File: config.mk
export PLATFORM = sky130hd
export DESIGN_NAME = cmp_timer
export DESIGN_NICKNAME = d
export VERILOG_FILES = /design/src/rtl/timer_pkg.sv /design/src/rtl/tmr_prescaler.sv /design/src/rtl/tmr_enable_sync.sv /design/src/rtl/tmr_counter.sv /design/src/rtl/cmp_timer.sv
export SDC_FILE = /design/constraint.sdc
export NUM_CORES = 1
export LEC_CHECK = 0
export BUFFER_PORTS_ARGS = -buffer_cell sky130_fd_sc_hd__clkbuf_2
export CORE_MARGIN = 8
export CORE_UTILIZATION = 50
export CTS_BUF_LIST = sky130_fd_sc_hd__clkbuf_16
export DETAILED_ROUTE_END_ITERATION = 16
export HOLD_SLACK_MARGIN = 0.03
export PLACE_DENSITY = 0.7
export SYNTH_ARGS = -nofsm -noshare
export SYNTH_HDL_FRONTEND = slang
export SYNTH_HIERARCHICAL = 1
export SYNTH_SLANG_ARGS = --single-unit
File: constraint.sdc
create_clock -name clk -period 6.59 [get_ports clk]
set_input_delay 0.3295 -clock clk [delete_from_list [all_inputs] [get_ports clk]]
set_output_delay 0.3295 -clock clk [all_outputs]
set_load 0.02 [all_outputs]
File: src/rtl/timer_pkg.sv
// Shared encodings for the compare timer: mode codes, register addresses
// and control-word field positions. Assumes the prescale field fits in
// bits [7:0].
package timer_pkg;
    typedef enum logic [1:0] {
        MODE_ONCE   = 2'd0,
        MODE_PERIOD = 2'd1,
        MODE_TOGGLE = 2'd2,
        MODE_FREE   = 2'd3
    } tmr_mode_e;

    localparam logic [1:0] A_CTRL = 2'd0;
    localparam logic [1:0] A_CMP  = 2'd1;
    localparam logic [1:0] A_STAT = 2'd2;
    localparam logic [1:0] A_CRST = 2'd3;

    localparam int F_MODE = 8;
    localparam int F_RUN  = 10;
    localparam int F_IEN  = 11;
    localparam int F_PSEL = 12;
endpackage

File: src/rtl/tmr_prescaler.sv
// Divides the clock by (psc + 1) into a one-cycle tick while active.
// Assumes clr takes priority and restarts the division phase at zero.
module tmr_prescaler #(
    parameter int PSC_W = 8
) (
    input  logic             clk,
    input  logic             rst_n,
    input  logic             clr,
    input  logic             active,
    input  logic [PSC_W-1:0] psc,
    output logic             tick
);
    logic [PSC_W-1:0] pcnt;

    assign tick = active && (pcnt == psc);

    // Division counter: wraps on tick, holds while inactive.
    always_ff @(posedge clk) begin
        if (!rst_n)      pcnt <= '0;
        else if (clr)    pcnt <= '0;
        else if (active) pcnt <= tick ? '0 : pcnt + PSC_W'(1);
    end
endmodule

File: src/rtl/tmr_enable_sync.sv
// Delays the software run bit by STAGES cycles into the active enable.
// Assumes kill (hardware self-stop) must take effect on the same edge.
module tmr_enable_sync #(
    parameter int STAGES = 2
) (
    input  logic clk,
    input  logic rst_n,
    input  logic run,
    input  logic kill,
    output logic active
);
    logic [STAGES-1:0] pipe;

    // Shift the run request through the delay line; kill flushes it.
    always_ff @(posedge clk) begin
        if (!rst_n)    pipe <= '0;
        else if (kill) pipe <= '0;
        else           pipe <= {pipe[STAGES-2:0], run};
    end

    assign active = pipe[STAGES-1];
endmodule

File: src/rtl/tmr_counter.sv
// Up-counter with compare: advances on tick, detects the time-out and
// resolves compare-register writes according to the mode. Assumes the
// compare value is 2 or more and that clr wins over every other event.
module tmr_counter
    import timer_pkg::*;
#(
    parameter int CNT_W = 24
) (
    input  logic             clk,
    input  logic             rst_n,
    input  logic             clr,
    input  logic             tick,
    input  logic             cmp_wr,
    input  logic [CNT_W-1:0] cmp_new,
    input  logic [CNT_W-1:0] cmp_cur,
    input  tmr_mode_e        mode,
    input  logic             cmp_sel,
    output logic [CNT_W-1:0] count,
    output logic             hit,
    output logic             restart
);
    logic [CNT_W-1:0] cmp_eff;
    logic [CNT_W-1:0] inc;
    logic             tick_hit;
    logic             sel_path;
    logic             wr_eq;
    logic             wr_lt;

    // Decode the match and the compare-write outcome for this cycle.
    always_comb begin
        cmp_eff  = cmp_wr ? cmp_new : cmp_cur;
        inc      = count + CNT_W'(1);
        tick_hit = tick && (inc == cmp_eff);
        sel_path = cmp_wr && cmp_sel && (mode == MODE_PERIOD);
        wr_eq    = sel_path && (cmp_new == count);
        wr_lt    = sel_path && (cmp_new < count);
        restart  = cmp_wr && (mode != MODE_FREE) && !sel_path;
        hit      = !clr && (wr_eq || (tick_hit && !restart && !wr_lt));
    end

    // Counter register: clear, write-resolved reset, or tick advance.
    always_ff @(posedge clk) begin
        if (!rst_n)                          count <= '0;
        else if (clr)                        count <= '0;
        else if (restart || wr_eq || wr_lt)  count <= '0;
        else if (tick)                       count <= (tick_hit && mode != MODE_FREE) ? '0 : inc;
    end
endmodule

File: src/rtl/cmp_timer.sv
// Top of the compare timer: register write decode, control state, the
// sticky flag, the toggle output and the interrupt gate. Assumes one
// write per cycle and a compare value of 2 or more.
module cmp_timer
    import timer_pkg::*;
#(
    parameter int CNT_W  = 24,
    parameter int PSC_W  = 8,
    parameter int STAGES = 2,
    parameter int DATA_W = CNT_W
) (
    input  logic              clk,
    input  logic              rst_n,
    input  logic              wr_en,
    input  logic [1:0]        wr_addr,
    input  logic [DATA_W-1:0] wr_data,
    output logic [CNT_W-1:0]  count_o,
    output logic              tmo_flag_o,
    output logic              irq_o,
    output logic              toggle_o,
    output logic              run_o,
    output logic              active_o,
    output logic              rst_busy_o
);
    localparam logic [CNT_W-1:0] CMP_RST = {CNT_W{1'b1}};

    logic [PSC_W-1:0] psc_q;
    tmr_mode_e        mode_q;
    logic             run_q, ien_q, psel_q;
    logic [CNT_W-1:0] cmp_q;
    logic             flag_q, tgl_q, busy_q;
    logic             ctrl_wr, cmp_wr, stat_wr, crst_wr, psc_chg;
    logic             tick, active, hit, restart, kill;

    assign ctrl_wr = wr_en && (wr_addr == A_CTRL);
    assign cmp_wr  = wr_en && (wr_addr == A_CMP);
    assign stat_wr = wr_en && (wr_addr == A_STAT);
    assign crst_wr = wr_en && (wr_addr == A_CRST);
    assign psc_chg = ctrl_wr && (wr_data[PSC_W-1:0] != psc_q);
    assign kill    = hit && (mode_q == MODE_ONCE);

    // Control register; one-shot time-out clears the run bit.
    always_ff @(posedge clk) begin
        if (!rst_n) begin
            psc_q  <= '0;
            mode_q <= MODE_ONCE;
            run_q  <= 1'b0;
            ien_q  <= 1'b0;
            psel_q <= 1'b0;
        end else if (ctrl_wr) begin
            psc_q  <= wr_data[PSC_W-1:0];
            mode_q <= tmr_mode_e'(wr_data[F_MODE+1:F_MODE]);
            run_q  <= wr_data[F_RUN];
            ien_q  <= wr_data[F_IEN];
            psel_q <= wr_data[F_PSEL];
        end else if (kill) begin
            run_q  <= 1'b0;
        end
    end

    // Compare register.
    always_ff @(posedge clk) begin
        if (!rst_n)      cmp_q <= CMP_RST;
        else if (cmp_wr) cmp_q <= wr_data[CNT_W-1:0];
    end

    // Counter-reset request: one cycle of busy, acted on next edge.
    always_ff @(posedge clk) begin
        if (!rst_n) busy_q <= 1'b0;
        else        busy_q <= crst_wr || psc_chg;
    end

    // Sticky time-out flag; a new time-out beats the clear.
    always_ff @(posedge clk) begin
        if (!rst_n)                       flag_q <= 1'b0;
        else if (hit)                     flag_q <= 1'b1;
        else if (stat_wr && wr_data[0])   flag_q <= 1'b0;
    end

    // Toggle output inverts on each time-out in toggle mode.
    always_ff @(posedge clk) begin
        if (!rst_n)                            tgl_q <= 1'b0;
        else if (hit && mode_q == MODE_TOGGLE) tgl_q <= ~tgl_q;
    end

    tmr_enable_sync #(.STAGES(STAGES)) u_sync (
        .clk(clk), .rst_n(rst_n), .run(run_q), .kill(kill), .active(active)
    );

    tmr_prescaler #(.PSC_W(PSC_W)) u_psc (
        .clk(clk), .rst_n(rst_n), .clr(busy_q || restart),
        .active(active), .psc(psc_q), .tick(tick)
    );

    tmr_counter #(.CNT_W(CNT_W)) u_cnt (
        .clk(clk), .rst_n(rst_n), .clr(busy_q), .tick(tick),
        .cmp_wr(cmp_wr), .cmp_new(wr_data[CNT_W-1:0]), .cmp_cur(cmp_q),
        .mode(mode_q), .cmp_sel(psel_q),
        .count(count_o), .hit(hit), .restart(restart)
    );

    assign tmo_flag_o = flag_q;
    assign irq_o      = flag_q && ien_q;
    assign toggle_o   = tgl_q;
    assign run_o      = run_q;
    assign active_o   = active;
    assign rst_busy_o = busy_q;
endmodule

==> results of run 1 <==
-- registers in the layout (all words and copies together), names as in the netlist --
name         flops
tmo_flag_o       1
u_psc/pcnt       8
u_cnt/count     24
run_o            1
ien_q            1
psc_q            8
cmp_q           24
psel_q           1
u_sync/pipe      2
toggle_o         1
rst_busy_o       1
mode_q           2
-- metal layers --
metal  vias to the layer above  GRT usage (%)
met5                         -              0
met4                         0          7.087
met3                        21          2.844
met2                       185          32.29
met1                      2200          28.26
li1                       2234              -
-- path summary, 6_finish.rpt --
path                  start              end  slack (ns)
min reg2reg       cmp_q[21]        cmp_q[21]        0.47
max reg2reg  u_cnt/count[0]  u_cnt/count[14]        2.69
min             wr_data[18]        cmp_q[18]        0.26
max              wr_addr[1]  u_cnt/count[14]        2.11
-- where the power goes --
group,internal (W),leakage [nW],switching (W),total (W)
registers,0.000458,0.601,0.00000818,0.000466
clock network,0.000373,0.167,0.000200,0.000573
logic,0.0000517,1.30,0.0000729,0.000125
total,0.000883,2.07,0.000281,0.00116
-- cells by family after synthesis --
| logic type | synth area share [%] |
|---|---|
| compound gates | 11.52 |
| xor+xnor | 13.01 |
| fa+ha+maj | 6.730 |
| buf+inv | 6.406 |
| flops | 29.51 |
| mux | 5.035 |
| simple gates | 27.79 |
-- worst reg2reg max path, stage by stage (launching register included) --
cell and delay, ns:
dfxtp_1 0.56, ha_1 0.27, nand3_1 0.30, nor4_1 0.55, xnor2_1 0.22, nor3b_1 0.26, nand4_1 0.12, or4_1 0.82
nand3_1 0.47, o311ai_0 0.18
-- final cells by class --
| type | count | area, um2 | area share (%) |
|---|---|---|---|
| tap | 133 | 166.4 | 2.949 |
| clock buffer | 9 | 225.2 | 3.991 |
| multi-input combinational | 473 | 3217 | 57.01 |
| clock inverter | 7 | 123.9 | 2.195 |
| timing repair buffer | 61 | 312.8 | 5.543 |
| inverter | 31 | 116.4 | 2.062 |
| sequential | 74 | 1481 | 26.25 |
-- through the flow --
step | utilization (%) | instance area (um2) | hold slack, ns
after floorplan | - | 5020 | 0.4388
after global placement | 54.16 | 5294 | 0.4486
after detailed placement | 54.16 | 5294 | 0.4584
after CTS | 57.73 | 5643 | 0.2527
after global routing | 57.73 | 5643 | 0.2795
final | 57.73 | 5643 | 0.2614
-- cells in the final DEF (no fill, tap or decap), drive strengths merged, types with 2 or more instances in the layout --
master	synthesis	layout
xnor2	68	68
a21boi	17	17
o21ai	5	5
buf	21	3
nor3	9	9
nand3	37	37
clkbuf	11	67
bufinv	0	3
a21o	6	6
o311ai	8	8
and4	7	7
nand3b	3	3
a31oi	2	2
dfxtp	74	74
nor4	8	8
nor3b	4	4
nor2	29	29
nand4b	4	4
inv	31	33
or2	3	3
and2	6	6
o211ai	3	3
a211oi	4	4
xor2	4	4
and3	5	5
a22oi	5	5
nand2b	2	2
nor2b	5	5
o31ai	6	6
and3b	2	2
nand4	40	40
mux2i	24	24
a21oi	11	11
nand2	104	104
ha	27	27
==> results.md, run 1 <==
- Placed insts: 772
- Min Clock Period, post-route: 4.483 ns
- Met2 routed WL: 6.236 mm
- Worst setup margin: roughly 2.1 ns
- Post-synth top cells: 104 x nand2_1, 74 x dfxtp_1, 68 x xnor2_1, 39 x nand4_1, 37 x nand3_1
- Net Count, Synth: 666
- Die width: ~120 um
- Initial Util: 51.36%
- Final HPWL DP: 10.36 mm
- CP arrival: 4.67 ns
- Die area: 13500 um2
- Final Setup Violations: 0
- Clk slew on worst S/H paths: 0.06 ns
- Post-synth EDFFs: 0
- Ys async rst share: 0%
- Via density: 5.888
- GR Overflow Total: 0
- Post-route setup TNS: 0 ns
- Final WL: 13.76 mm
- Mapped Area: 5020 um2
- Total setup buffers inserted after CTS: 0
- Synth warnings: 6
- Die H: 116.2 um
- FP Rows: 36
- Worst-Skew Late Latency: 0.33 ns
- CTS HTree Levels: 3
- Placeable Area: around 9800 um2
- Most frequent cell after synthesis: nand2_1
- CTS Buf Count: 9
- Fraction of layout cells with a size suffix above 1: 13.44%
- Root Buffer: clkbuf_16
- Final #Nets: 706
- Post-synthesis sequential area ratio: 29.51%
- Leakage: 2.071 nW
- CTS Hold Bufs: 0
- CTS sink cnt: 74
- Antenna Violating Nets Remaining: 0
- Critical path depth: 11
- GP Congestion: approximately 0.95
- DRT met1 WL: around 6.4 mm
- Worst path bufs/invs: 2
- CP peak stage delay: approximately 0.87 ns
- Wire per inst: 17.46 um
- Initial antenna violation count: 0
- CTS tree: done
- Max Buffers Root-to-Sink: 2
- Period utilization: 68.03%
- Place WS: 1.806 ns
- Hold crit path type: in2reg
- Fmax: between 200 and 250 MHz
- Vias in the first global route: between 4000 and 5000
- Total vias in the final route: 4640
- Final cell count without fillers: roughly 790
- Avg Cell Area, Syn: 8.229 um2
- Layout Skew: 0.01207 ns
- Ys flop type: dfxtp_1
- Max Cap Viol: 0
- DRT iter0 DRCs: ~420
- Post-synthesis register bit count: 74
- Crit-path cells: clkbuf_2 -> nand3b_2 -> inv_2 -> mux2i_4 -> xnor3_1 -> or3_1 -> a21boi_0 -> o211ai_1 -> or4_1 -> nand3_1 -> o311ai_0
- 1st-pass router iterations: 5
- Pwr Total: 0.001164 W
- Layout area overhead: 12.41%
- PortBufs: 58
- Area contributors post-synth: dfxtp_1 30%, xnor2_1 12%, nand2_1 7.8%
- Critical path endpoint category: register
- DRC viols: 0
- Yosys top cell area share: 29.51%
- GR Util All Layers: 20.60%
- Data required, critical path: 6.77 ns
- R2R depth: 9
- Cell family with most CP delay: simple AND/OR/NAND/NOR gates
- Outcome: complete, no violations
- First-pass GRT wire length: 22.26 mm
- Unique cell type count in the Yosys netlist: 62
- Max rail drop VDD: 0.1328 mV
- Pins Over Slew Limit: 0
- Worst slew margin: between 40% and 50%
- Cells after synthesis: 610
- Top Layer Used: met4
- Cell taking the most area after synthesis: dfxtp_1
- Met3 WL: approximately 900 um
- Critical Path Fanout Max: 38
- Pwr dens: 206.4 nW/um2
- Antenna cells: 0
- CP max stage cell: or4_1
- PostCTS Resize Cnt: 0
- Worst setup SP type: input port
- CP Class: in2reg
- Hold path depth: 3
- Least-Margin Pin Slew: 0.8531 ns
- Fill cells: between 900 and 1000
- Fin. Hold Viols: 0
- RSZ-0062 raised after global routing: false
- Top Ports: 59
- Pin count of the biggest net entering global routing: 47
(Power assumes the default switching activity.)
==> run 2: changes to the inputs <==
PLACE_DENSITY = 0.73   (was 0.7)
clock period = 3.7 ns   (was 6.59 ns; I/O delays follow)
==> results.md, run 2 (same netlist as run 1, synthesis figures left out) <==
- Die area: 13500 um2 (unchanged)
- Design area: 5717 um2 (+1.3%)
- Worst slew margin: 59.11% (+16 points)
- Outcome: complete, no violations
- CP Class: reg2reg
- CP peak stage delay: 0.46 ns (-0.41 ns)
- 1st-pass router iterations: 5 (unchanged)
- Total vias in the final route: 4605 (-0.75%)
- Crit-path cells: ha_1 -> and4_1 -> xnor3_1 -> or3_1 -> a21boi_0 -> o21ai_0 -> nor3_1 -> o2111ai_1 -> a21oi_1 -> nor3b_1 -> nor2_1 -> a22oi_1 -> nor2b_1
- DRC viols: 0 (unchanged)
- Least-Margin Pin Slew: 0.6078 ns (-0.2453 ns)
- Wire per inst: 17.20 um (-1.5%)
- Final WL: 13.81 mm (+0.38%)
- CTS Buf Count: 9 (unchanged)
- Clk slew on worst S/H paths: 0.06 ns (about the same)
- Max rail drop VDD: 0.2388 mV (+80%)
- CP max stage cell: dfxtp_1
- Max Buffers Root-to-Sink: 2 (unchanged)
- Worst path bufs/invs: 0 (-2)
- Top Ports: 59 (unchanged)
- Min Clock Period, post-route: 3.337 ns
- CTS sink cnt: 74 (unchanged)
- Die H: 116.2 um (unchanged)
- Antenna cells: 0 (unchanged)
- Via density: 5.735 (-2.6%)
- Post-route setup TNS: 0 ns (unchanged)
- Critical path depth: 13 (+2)
- Layout Skew: 0.006367 ns (-0.005702 ns)
- Cell family with most CP delay: simple AND/OR/NAND/NOR gates
- Commonest non-fill, non-tap cell in the layout: nand2_1
- Hold path depth: 3 (unchanged)
- First-pass GRT wire length: 22.78 mm (+2.4%)
- CTS HTree Levels: 3 (unchanged)
- Placed Area: 5426 um2 (+2.5%)
- Layout area overhead: 13.88%
- Fin. Hold Viols: 0 (unchanged)
- Period utilization: about 90%
- Fraction of layout cells with a size suffix above 1: 15.37% (+1.9 points)
- Die width: 116.2 um (unchanged)
- WHS: 0.1059 ns (-0.1555 ns)
- Critical Path Fanout Max: 8 (-79%)
- Critical path endpoint category: register
- R2R depth: 13 (+4)
- Pwr dens: 333.7 nW/um2 (+62%)
- Root Buffer: clkbuf_16
- CTS tree: done
- Max Cap Viol: 0 (unchanged)
- DRT iter0 DRCs: 430 (+2.1%)
- GP Congestion: 0.9122 (-3.9%)
- Fill cells: 925 (-0.43%)
- PortBufs: 58 (unchanged)
- Initial antenna violation count: 0 (unchanged)
- Leakage: 2.125 nW (+2.6%)
- Initial Util: 51.36% (unchanged)
- Total setup buffers inserted after CTS: 0 (unchanged)
- GR Overflow Total: 0 (unchanged)
- FP Rows: 36 (unchanged)
- Vias in the first global route: 4509 (+2.8%)
- RSZ-0062 raised after global routing: false
- Placeable Area: 9774 um2 (unchanged)
- Pins Over Slew Limit: 0 (unchanged)
- Pin count of the biggest net entering global routing: 46 (-2.1%)
- Final HPWL DP: 10.69 mm (+3.2%)
- Largest regs: cmp_q (24), u_cnt/count (24)
- Worst setup SP type: register
- GR Util All Layers: 21.30% (+0.70 points)
- CP arrival: 3.57 ns (-1.10 ns)
- Fmax: 299.6 MHz
- Most frequent cells in the layout: 104 x nand2_1, 74 x dfxtp_1, 68 x xnor2_1, 58 x clkbuf_2, 39 x nand4_1
- Worst-Skew Late Latency: 0.34 ns (about the same)
- Data required, critical path: 3.94 ns (-2.83 ns)
- Hold crit path type: in2reg
- Antenna Violating Nets Remaining: 0 (unchanged)
- Final #Nets: 722 (+2.3%)
- Pwr Total: 0.001907 W (+64%)
- Final Setup Violations: 0 (unchanged)
run 2: changes by cell type in the layout (fill, tap and decap cells not counted), sizes merged:
cell / change
clkinvlp: +1
clkinv: +2
inv: -2
bufinv: -2
buf: +16
run 2: path summary, 6_finish.rpt:
| check | startpoint | end | slack (ns) |
|---|---|---|---|
| max | u_cnt/count[1] | run_o | 0.36 |
| min | wr_data[21] | cmp_q[21] | 0.11 |
| max reg2reg | u_cnt/count[1] | run_o | 0.36 |
| min reg2reg | cmp_q[20] | cmp_q[20] | 0.47 |
run 2: layer usage:
| layer | global-route usage (%) | up-vias | share of wire [%] |
|---|---|---|---|
| li1 | - | 2266 | - |
| met1 | 29.78 | 2136 | 48 |
| met2 | 32.06 | 179 | 44 |
| met3 | 3.361 | 24 | 6.5 |
| met4 | 8.038 | 0 | 2.0 |
| met5 | 0 | - | 0 |
run 2: area by class of cell:
cell class / instances / area, um2 / share of cell area (%)
Multi-Input combinational cell: 473 / 3223 / 56.38
Sequential cell: 74 / 1481 / 25.91
Timing Repair Buffer: 77 / 445.4 / 7.792
Clock buffer: 9 / 225.2 / 3.940
Tap cell: 133 / 166.4 / 2.911
Inverter: 31 / 116.4 / 2.035
Clock inverter: 6 / 58.81 / 1.029
run 2: report_power, final:
part           leakage (nW)  total, W  internal [W]  switching [W]
clock network         0.135  0.000854      0.000513       0.000341
logic                  1.39  0.000224     0.0000951       0.000129
registers             0.601  0.000830      0.000816      0.0000131
run 2: worst min-delay path, stage by stage:
cell and delay (ns):
clkbuf_2 0.11, nand2_1 0.05, nand3_1 0.07
run 2: repair_timing:
| action | 4_1_cts | 5_1_grt |
|---|---|---|
| hold endpoints to repair | 0 | 0 |
| hold buffers | 0 | 0 |
| setup endpoints to repair | 0 | 1 |
| gates resized for setup | 0 | 1 |
run 2: stage by stage:
stage / util (%) / setup WS [ns] / instances
global placement: 55.52 / 0.3915 / 788
CTS: 58.42 / 0.3624 / 803
global route: 58.49 / 0.07118 / 803
floorplan: - / 0.5918 / 610
finish: 58.49 / 0.3626 / 803
detailed placement: 55.52 / 0.2501 / 788
